## config.mk

```make
export PLATFORM = sky130hd
export DESIGN_NAME = adc_lane_serializer
export DESIGN_NICKNAME = d
export VERILOG_FILES = /design/src/rtl/lane_ser_pkg.sv /design/src/rtl/ls_bit_mapper.sv /design/src/rtl/ls_frame_timer.sv /design/src/rtl/ls_lane_mux.sv /design/src/rtl/adc_lane_serializer.sv
export SDC_FILE = /design/constraint.sdc
export NUM_CORES = 1
export LEC_CHECK = 0
export BUFFER_PORTS_ARGS = -buffer_cell sky130_fd_sc_hd__buf_4
export CAP_MARGIN = 25
export CELL_PAD_IN_SITES_DETAIL_PLACEMENT = 0
export CELL_PAD_IN_SITES_GLOBAL_PLACEMENT = 1
export CORE_ASPECT_RATIO = 0.75
export CORE_MARGIN = 4
export CORE_UTILIZATION = 45
export CTS_CLUSTER_SIZE = 14
export DETAILED_ROUTE_END_ITERATION = 8
export HOLD_SLACK_MARGIN = 0.02
export PLACE_DENSITY = 0.79
export RECOVER_POWER = 25
export SLEW_MARGIN = 10
export SYNTH_ARGS = -nofsm -noshare
export SYNTH_HDL_FRONTEND = slang
export SYNTH_SLANG_ARGS = --single-unit
```

## constraint.sdc

```tcl
create_clock -name clk -period 9.9 [get_ports clk]
set_input_delay 1.485 -clock clk [delete_from_list [all_inputs] [get_ports clk]]
set_output_delay 1.485 -clock clk [all_outputs]
set_load 0.01 [all_outputs]
```

## src/rtl/lane_ser_pkg.sv

```systemverilog
package lane_ser_pkg;

  localparam int N_CH      = 2;
  localparam int LANES     = 2 * N_CH;
  localparam int RES_STEP  = 2;
  localparam int RES_CODES = 4;
  localparam int EXT_W     = RES_STEP * (RES_CODES - 1);

  typedef enum logic [1:0] {
    LM_DUAL   = 2'd0,
    LM_SINGLE = 2'd1,
    LM_SHARED = 2'd2
  } lane_mode_e;

  // code 3 falls back to single-lane operation
  function automatic lane_mode_e decode_mode(input logic [1:0] code);
    case (code)
      2'd0:    return LM_DUAL;
      2'd2:    return LM_SHARED;
      default: return LM_SINGLE;
    endcase
  endfunction

endpackage

```

## src/rtl/ls_bit_mapper.sv

```systemverilog
module ls_bit_mapper
  import lane_ser_pkg::*;
#(
  parameter int SAMPLE_W = 14,
  localparam int MAX_W   = SAMPLE_W + EXT_W
) (
  input  logic [SAMPLE_W-1:0] data,
  input  logic [EXT_W-1:0]    ext,
  input  logic                dec,
  input  logic [1:0]          res,
  output logic [MAX_W-1:0]    word
);

  logic [MAX_W-1:0] full;
  logic [MAX_W-1:0] keep;

  always_comb begin
    full = {data, (dec ? ext : {EXT_W{1'b0}})};
    keep = {MAX_W{1'b1}} << (EXT_W - RES_STEP * int'(res));
    word = full & keep;
  end

endmodule

```

## src/rtl/ls_frame_timer.sv

```systemverilog
module ls_frame_timer
  import lane_ser_pkg::*;
#(
  parameter int SAMPLE_W = 14,
  parameter int CNT_W    = 6
) (
  input  logic             clk,
  input  logic             rst,
  input  logic [1:0]       res_in,
  input  logic [1:0]       mode_in,
  input  logic             resync,
  output logic [CNT_W-1:0] pos_o,
  output logic [CNT_W-1:0] width_o,
  output logic [1:0]       res_o,
  output lane_mode_e       mode_o,
  output logic [1:0]       res_next_o,
  output logic             load_o,
  output logic             frame_clk_o,
  output logic             bit_clk_o
);

  logic [CNT_W-1:0] pos_q;
  logic [1:0]       res_q;
  lane_mode_e       mode_q;
  logic             pending_q;

  logic [CNT_W-1:0] width, flen;
  logic             wrap, mid, take;

  always_comb begin
    width = CNT_W'(SAMPLE_W + RES_STEP * int'(res_q));
    flen  = (mode_q == LM_SHARED) ? (width << 1) : width;
    wrap  = (pos_q == flen - CNT_W'(1));
    mid   = (mode_q == LM_DUAL) && (pos_q == (width >> 1) - CNT_W'(1));
    take  = wrap && (pending_q || resync);
  end

  always_ff @(posedge clk) begin
    if (rst) begin
      pos_q     <= '0;
      res_q     <= '0;
      mode_q    <= LM_DUAL;
      pending_q <= 1'b0;
    end else begin
      pos_q     <= wrap ? '0 : pos_q + CNT_W'(1);
      pending_q <= wrap ? 1'b0 : (pending_q | resync);
      if (take) begin
        res_q  <= res_in;
        mode_q <= decode_mode(mode_in);
      end
    end
  end

  assign pos_o       = pos_q;
  assign width_o     = width;
  assign res_o       = res_q;
  assign mode_o      = mode_q;
  assign res_next_o  = take ? res_in : res_q;
  assign load_o      = wrap | mid;
  assign frame_clk_o = (pos_q < (flen >> 1));
  assign bit_clk_o   = pos_q[0];

endmodule

```

## src/rtl/ls_lane_mux.sv

```systemverilog
module ls_lane_mux
  import lane_ser_pkg::*;
#(
  parameter int MAX_W = 20,
  parameter int CNT_W = 6,
  localparam int IDX_W = $clog2(MAX_W)
) (
  input  logic [MAX_W-1:0] word_a,
  input  logic [MAX_W-1:0] word_b,
  input  logic [CNT_W-1:0] pos,
  input  logic [CNT_W-1:0] width,
  input  lane_mode_e       mode,
  output logic [LANES-1:0] lanes
);

  logic [MAX_W-1:0] w [N_CH];
  assign w[0] = word_a;
  assign w[1] = word_b;

  always_comb begin
    int k, hi, seq;
    lanes = '0;
    k   = (pos >= (width >> 1)) ? int'(pos - (width >> 1)) : int'(pos);
    hi  = MAX_W - 1 - 2 * k;
    seq = MAX_W - 1 - int'(pos);
    case (mode)
      LM_DUAL: begin
        for (int c = 0; c < N_CH; c++) begin
          lanes[2*c+1] = w[c][IDX_W'(hi)];
          lanes[2*c]   = w[c][IDX_W'(hi - 1)];
        end
      end
      LM_SHARED: begin
        if (pos < width) lanes[0] = w[0][IDX_W'(seq)];
        else             lanes[0] = w[1][IDX_W'(seq + int'(width))];
      end
      default: begin
        for (int c = 0; c < N_CH; c++) lanes[2*c] = w[c][IDX_W'(seq)];
      end
    endcase
  end

endmodule

```

## src/rtl/adc_lane_serializer.sv

```systemverilog
module adc_lane_serializer
  import lane_ser_pkg::*;
#(
  parameter int SAMPLE_W = 14
) (
  input  logic                clk,
  input  logic                rst,
  input  logic                s_valid,
  output logic                s_ready,
  input  logic                s_dec,
  input  logic [SAMPLE_W-1:0] s_data_a,
  input  logic [EXT_W-1:0]    s_ext_a,
  input  logic [SAMPLE_W-1:0] s_data_b,
  input  logic [EXT_W-1:0]    s_ext_b,
  input  logic [1:0]          cfg_res,
  input  logic [1:0]          cfg_lanes,
  input  logic                resync,
  output logic                frame_clk,
  output logic                bit_clk,
  output logic [LANES-1:0]    lane_o
);

  localparam int MAX_W = SAMPLE_W + EXT_W;
  localparam int CNT_W = $clog2(2 * MAX_W + 1);

  logic [SAMPLE_W-1:0] in_data [N_CH];
  logic [EXT_W-1:0]    in_ext  [N_CH];
  logic [SAMPLE_W-1:0] h_data  [N_CH];
  logic [EXT_W-1:0]    h_ext   [N_CH];
  logic [MAX_W-1:0]    mapped  [N_CH];
  logic [MAX_W-1:0]    word_q  [N_CH];
  logic                h_dec, h_full;

  logic [CNT_W-1:0] pos, width;
  logic [1:0]       res_act, res_next;
  lane_mode_e       mode_act;
  logic             load_w;
  logic             accept;

  assign in_data[0] = s_data_a;
  assign in_data[1] = s_data_b;
  assign in_ext[0]  = s_ext_a;
  assign in_ext[1]  = s_ext_b;

  assign s_ready = !h_full;
  assign accept  = s_valid && s_ready;

  ls_frame_timer #(.SAMPLE_W(SAMPLE_W), .CNT_W(CNT_W)) u_timer (
    .clk        (clk),
    .rst        (rst),
    .res_in     (cfg_res),
    .mode_in    (cfg_lanes),
    .resync     (resync),
    .pos_o      (pos),
    .width_o    (width),
    .res_o      (res_act),
    .mode_o     (mode_act),
    .res_next_o (res_next),
    .load_o     (load_w),
    .frame_clk_o(frame_clk),
    .bit_clk_o  (bit_clk)
  );

  always_ff @(posedge clk) begin
    if (rst) h_full <= 1'b0;
    else if (load_w && h_full) h_full <= 1'b0;
    else if (accept) h_full <= 1'b1;
  end

  always_ff @(posedge clk) begin
    if (accept) h_dec <= s_dec;
  end

  for (genvar c = 0; c < N_CH; c++) begin : g_ch
    always_ff @(posedge clk) begin
      if (accept) begin
        h_data[c] <= in_data[c];
        h_ext[c]  <= in_ext[c];
      end
    end

    ls_bit_mapper #(.SAMPLE_W(SAMPLE_W)) u_map (
      .data(h_data[c]),
      .ext (h_ext[c]),
      .dec (h_dec),
      .res (res_next),
      .word(mapped[c])
    );

    always_ff @(posedge clk) begin
      if (rst) word_q[c] <= '0;
      else if (load_w) word_q[c] <= h_full ? mapped[c] : '0;
    end
  end

  ls_lane_mux #(.MAX_W(MAX_W), .CNT_W(CNT_W)) u_mux (
    .word_a(word_q[0]),
    .word_b(word_q[1]),
    .pos   (pos),
    .width (width),
    .mode  (mode_act),
    .lanes (lane_o)
  );

endmodule

```

==> results.py <==
metrics = {
    "synth": {
        "ys_types": 53,
        "syn-instance-count": 382,
        "ys_ff_latch": 93,
        "seq_area_frac_synth": 0.535,
        "syn-mean-instance-area_sq_um": 13.1,
        "synth_top_area_frac": 0.487,
        "syn_area_sq_um": 5000,
        "synth_area_leaders": "edfxtp_1, mux4_2, ha_1",
        "post-synth-top-area-cell": "edfxtp_1",
        "ys.warnings.count": 0,
        "syn_nets": 453,
    },
    "finish": {
        "synthToLayoutAreaGrowth_pct": 16.1,
        "stdcell_count": 577,
        "drive_gt1_frac": 0.245,
        "num_antenna_cells": 0,
        "final_net_count": 503,
        "fill_cells": 939,
    },
    "placement": {
        "dp_cells": 561,
        "io_buffers": 55,
        "gp_congestion": 0.824,
        "hpwl_um": 7730,
    },
    "drt": {
        "avgViaCountPerCell": 5.54,
        "drt.antenna.violating_nets": 0,
        "drtPass1Iterations": 4,
        "drc": 0,
        "postRouteWirelength_um": 10400,
        "post_drt_wl_per_cell_um": 18.0,
        "drt_iter0_drc": 213,
        "vias": 3198,
    },
    "cts": {
        "clkLatencyLatePin_ns": 0.34,
        "cts_resized": 0,
        "tritoncts": "done",
        "cts_setup_buffers": 0,
        "clk_pin_slew_ns": 0.07,
        "clockBufferDepth": 2,
        "cts_made_buffers": 9,
        "clock_sinks": 93,
        "cts_hold_buf": 0,
        "cts_root_buffer": "clkbuf_16",
        "h-tree-depth": 3,
    },
    "sta": {
        "fin_crit_sh": 0.611,
        "worst_pin_slew_ns": 2.13,
        "final_hold_viol_count": 0,
        "fmax_ghz": 0.165,
        "finalSetupViolations": 0,
        "drv_slew": 42,
        "hold_ws_ns": 0.482,
        "fin_worst_skew_ns": 0.00811,
        "min_period_ns": 6.05,
        "finalSetupTns_ns": 0,
        "max_slew_margin": -0.419,
        "rsz0062_at_grt": "no",
    },
    "run_status": {
        "violations": "max-capacitance violations, max-slew violations",
        "run_status": "finished with violations",
    },
    "pwr": {
        "power_mw": 0.919,
        "power_per_cell_area_nw_per_um2": 159,
        "leakage_nw": 2.26,
        "vdd_drop_max_mv": 0.111,
    },
    "worst_setup_path": {
        "cp-start-kind": "register",
        "endpoint_kind": "output pin",
        "arrival_ns": 4.56,
        "worstPathMaxFanout": 11,
        "path_class": "reg -> out",
        "cp.required_ns": 8.42,
    },
    "die": {
        "rows": 33,
        "core_area_sq_um": 10900,
        "die_x_um": 130,
        "fp.dieH_um": 99.3,
        "start_util": 0.458,
        "ios": 56,
        "die-area_sq_um": 12900,
    },
    "grt": {
        "grt_overflow_total": 0,
        "grt_max_degree": 42,
        "grt_pass1_vias": 3146,
        "grt_usage": 0.170,
        "antenna_found_initial": 0,
        "grt_pass1_wl_um": 16900,
    },
    "min_path": {
        "hold_path_class": "reg -> reg",
    },
    "flow_run": {
        "cap_violations": 1,
    },
}
-- final cells by class --
type	count	area, sq um	share of cell area
multi-input cells	246	2130	0.367
clock buffers	9	225	0.0388
inverters	22	82.6	0.0142
flip-flops and latches	93	2670	0.461
repair buffers	60	443	0.0764
well taps	140	175	0.0302
clock inverters	7	75.1	0.0129
-- worst max-delay path, cell delays in order (launching register included) --
cell	delay [ns]
dfxtp_1	0.57
inv_1	0.19
ha_1	0.49
inv_1	0.14
fa_1	0.43
a21boi_1	0.16
o221ai_4	0.32
mux2i_4	0.45
ha_1	0.34
inv_1	0.12
or2b_2	0.34
o22ai_1	0.24
a211o_1	0.13
and3_1	0.16
buf_4	0.12
-- sequential cells by signal, summed over array words and instances (netlist names) --
register	cells
h_ext	12
u_timer.res_o	2
u_timer.pending_q	1
u_timer.pos_o	6
word_q	40
h_full	1
u_timer.mode_o	2
h_data	28
h_dec	1
-- worst paths after layout --
path / startpoint / end / slack [ns] / depth (start not counted)
min: h_full / h_full / 0.48 / 2
max: u_timer.res_o[0] / lane_o[1] / 3.85 / 14
min reg2reg: h_full / h_full / 0.48 / 2
max reg2reg: u_timer.res_o[0] / word_q[0][1] / 5.81 / 11
-- cell usage in the layout, fill, tap and decap left out, types with 3 or more instances in the layout --
| cell type | instances |
|---|---|
| mux2_2 | 4 |
| nor3_1 | 7 |
| nand2_1 | 16 |
| o22ai_1 | 6 |
| o21ai_0 | 14 |
| and3_1 | 32 |
| nand2b_1 | 4 |
| buf_4 | 16 |
| o21a_1 | 3 |
| a211oi_1 | 5 |
| inv_8 | 3 |
| ha_1 | 20 |
| nor3b_1 | 9 |
| mux2i_1 | 16 |
| clkbuf_4 | 42 |
| dfxtp_1 | 12 |
| inv_1 | 22 |
| a21oi_1 | 11 |
| nand3_1 | 5 |
| xnor2_1 | 12 |
| mux4_2 | 18 |
| nor2_1 | 23 |
| xor2_1 | 8 |
| clkbuf_16 | 9 |
| edfxtp_1 | 81 |
-- cells by family after synthesis --
group,count (synthesis),synth area share
flops,93,0.535
fa+ha+maj,22,0.0581
buf+inv,43,0.0396
simple gates,108,0.118
mux,41,0.136
compound gates,55,0.0781
xor+xnor,20,0.0351
-- per-layer routing --
metal,part of all wire,track usage
met1,0.48,0.247
met2,0.45,0.257
met3,0.052,0.0333
met4,0.016,0.0559
met5,0,0
-- synthesized netlist by cell type (all sizes together) --
cell and count:
a211oi 6, o21a 3, nand2 16, o21ai 14, a31oi 1, xnor2 12
or2 1, nand3 5, and3 32, a21oi 11, buf 9, or2b 1
o31ai 1, dfxtp 12, a21boi 1, inv 22, nor3 7, a31o 1
nor2 24, edfxtp 81, xor2 8, nor3b 9, a22oi 2, mux2 4
nor4 2, nand3b 2, fa 2, o221ai 1, o22ai 6, a311oi 1
mux2i 18, o31a 2, a32oi 1, clkbuf 12, nand2b 5, a211o 2
mux4 19, nor2b 2, or3 2, ha 20, o2111ai 2
-- power by group --
part / total [mW] / internal (mW) / switching (mW)
logic: 0.123 / 0.0606 / 0.0627
registers: 0.459 / 0.448 / 0.0113
clock network: 0.337 / 0.178 / 0.159
total: 0.919 / 0.687 / 0.233
-- through the flow --
step	worst slack, ns	cell area (sq um)	util
global route	3.55	5800	0.532
CTS	3.86	5810	0.533
floorplan	4.85	5000	-
finish	3.85	5800	0.532
detailed placement	4.26	5510	0.505
global placement	4.41	5510	0.505
Power figures use the tool's default switching activity.
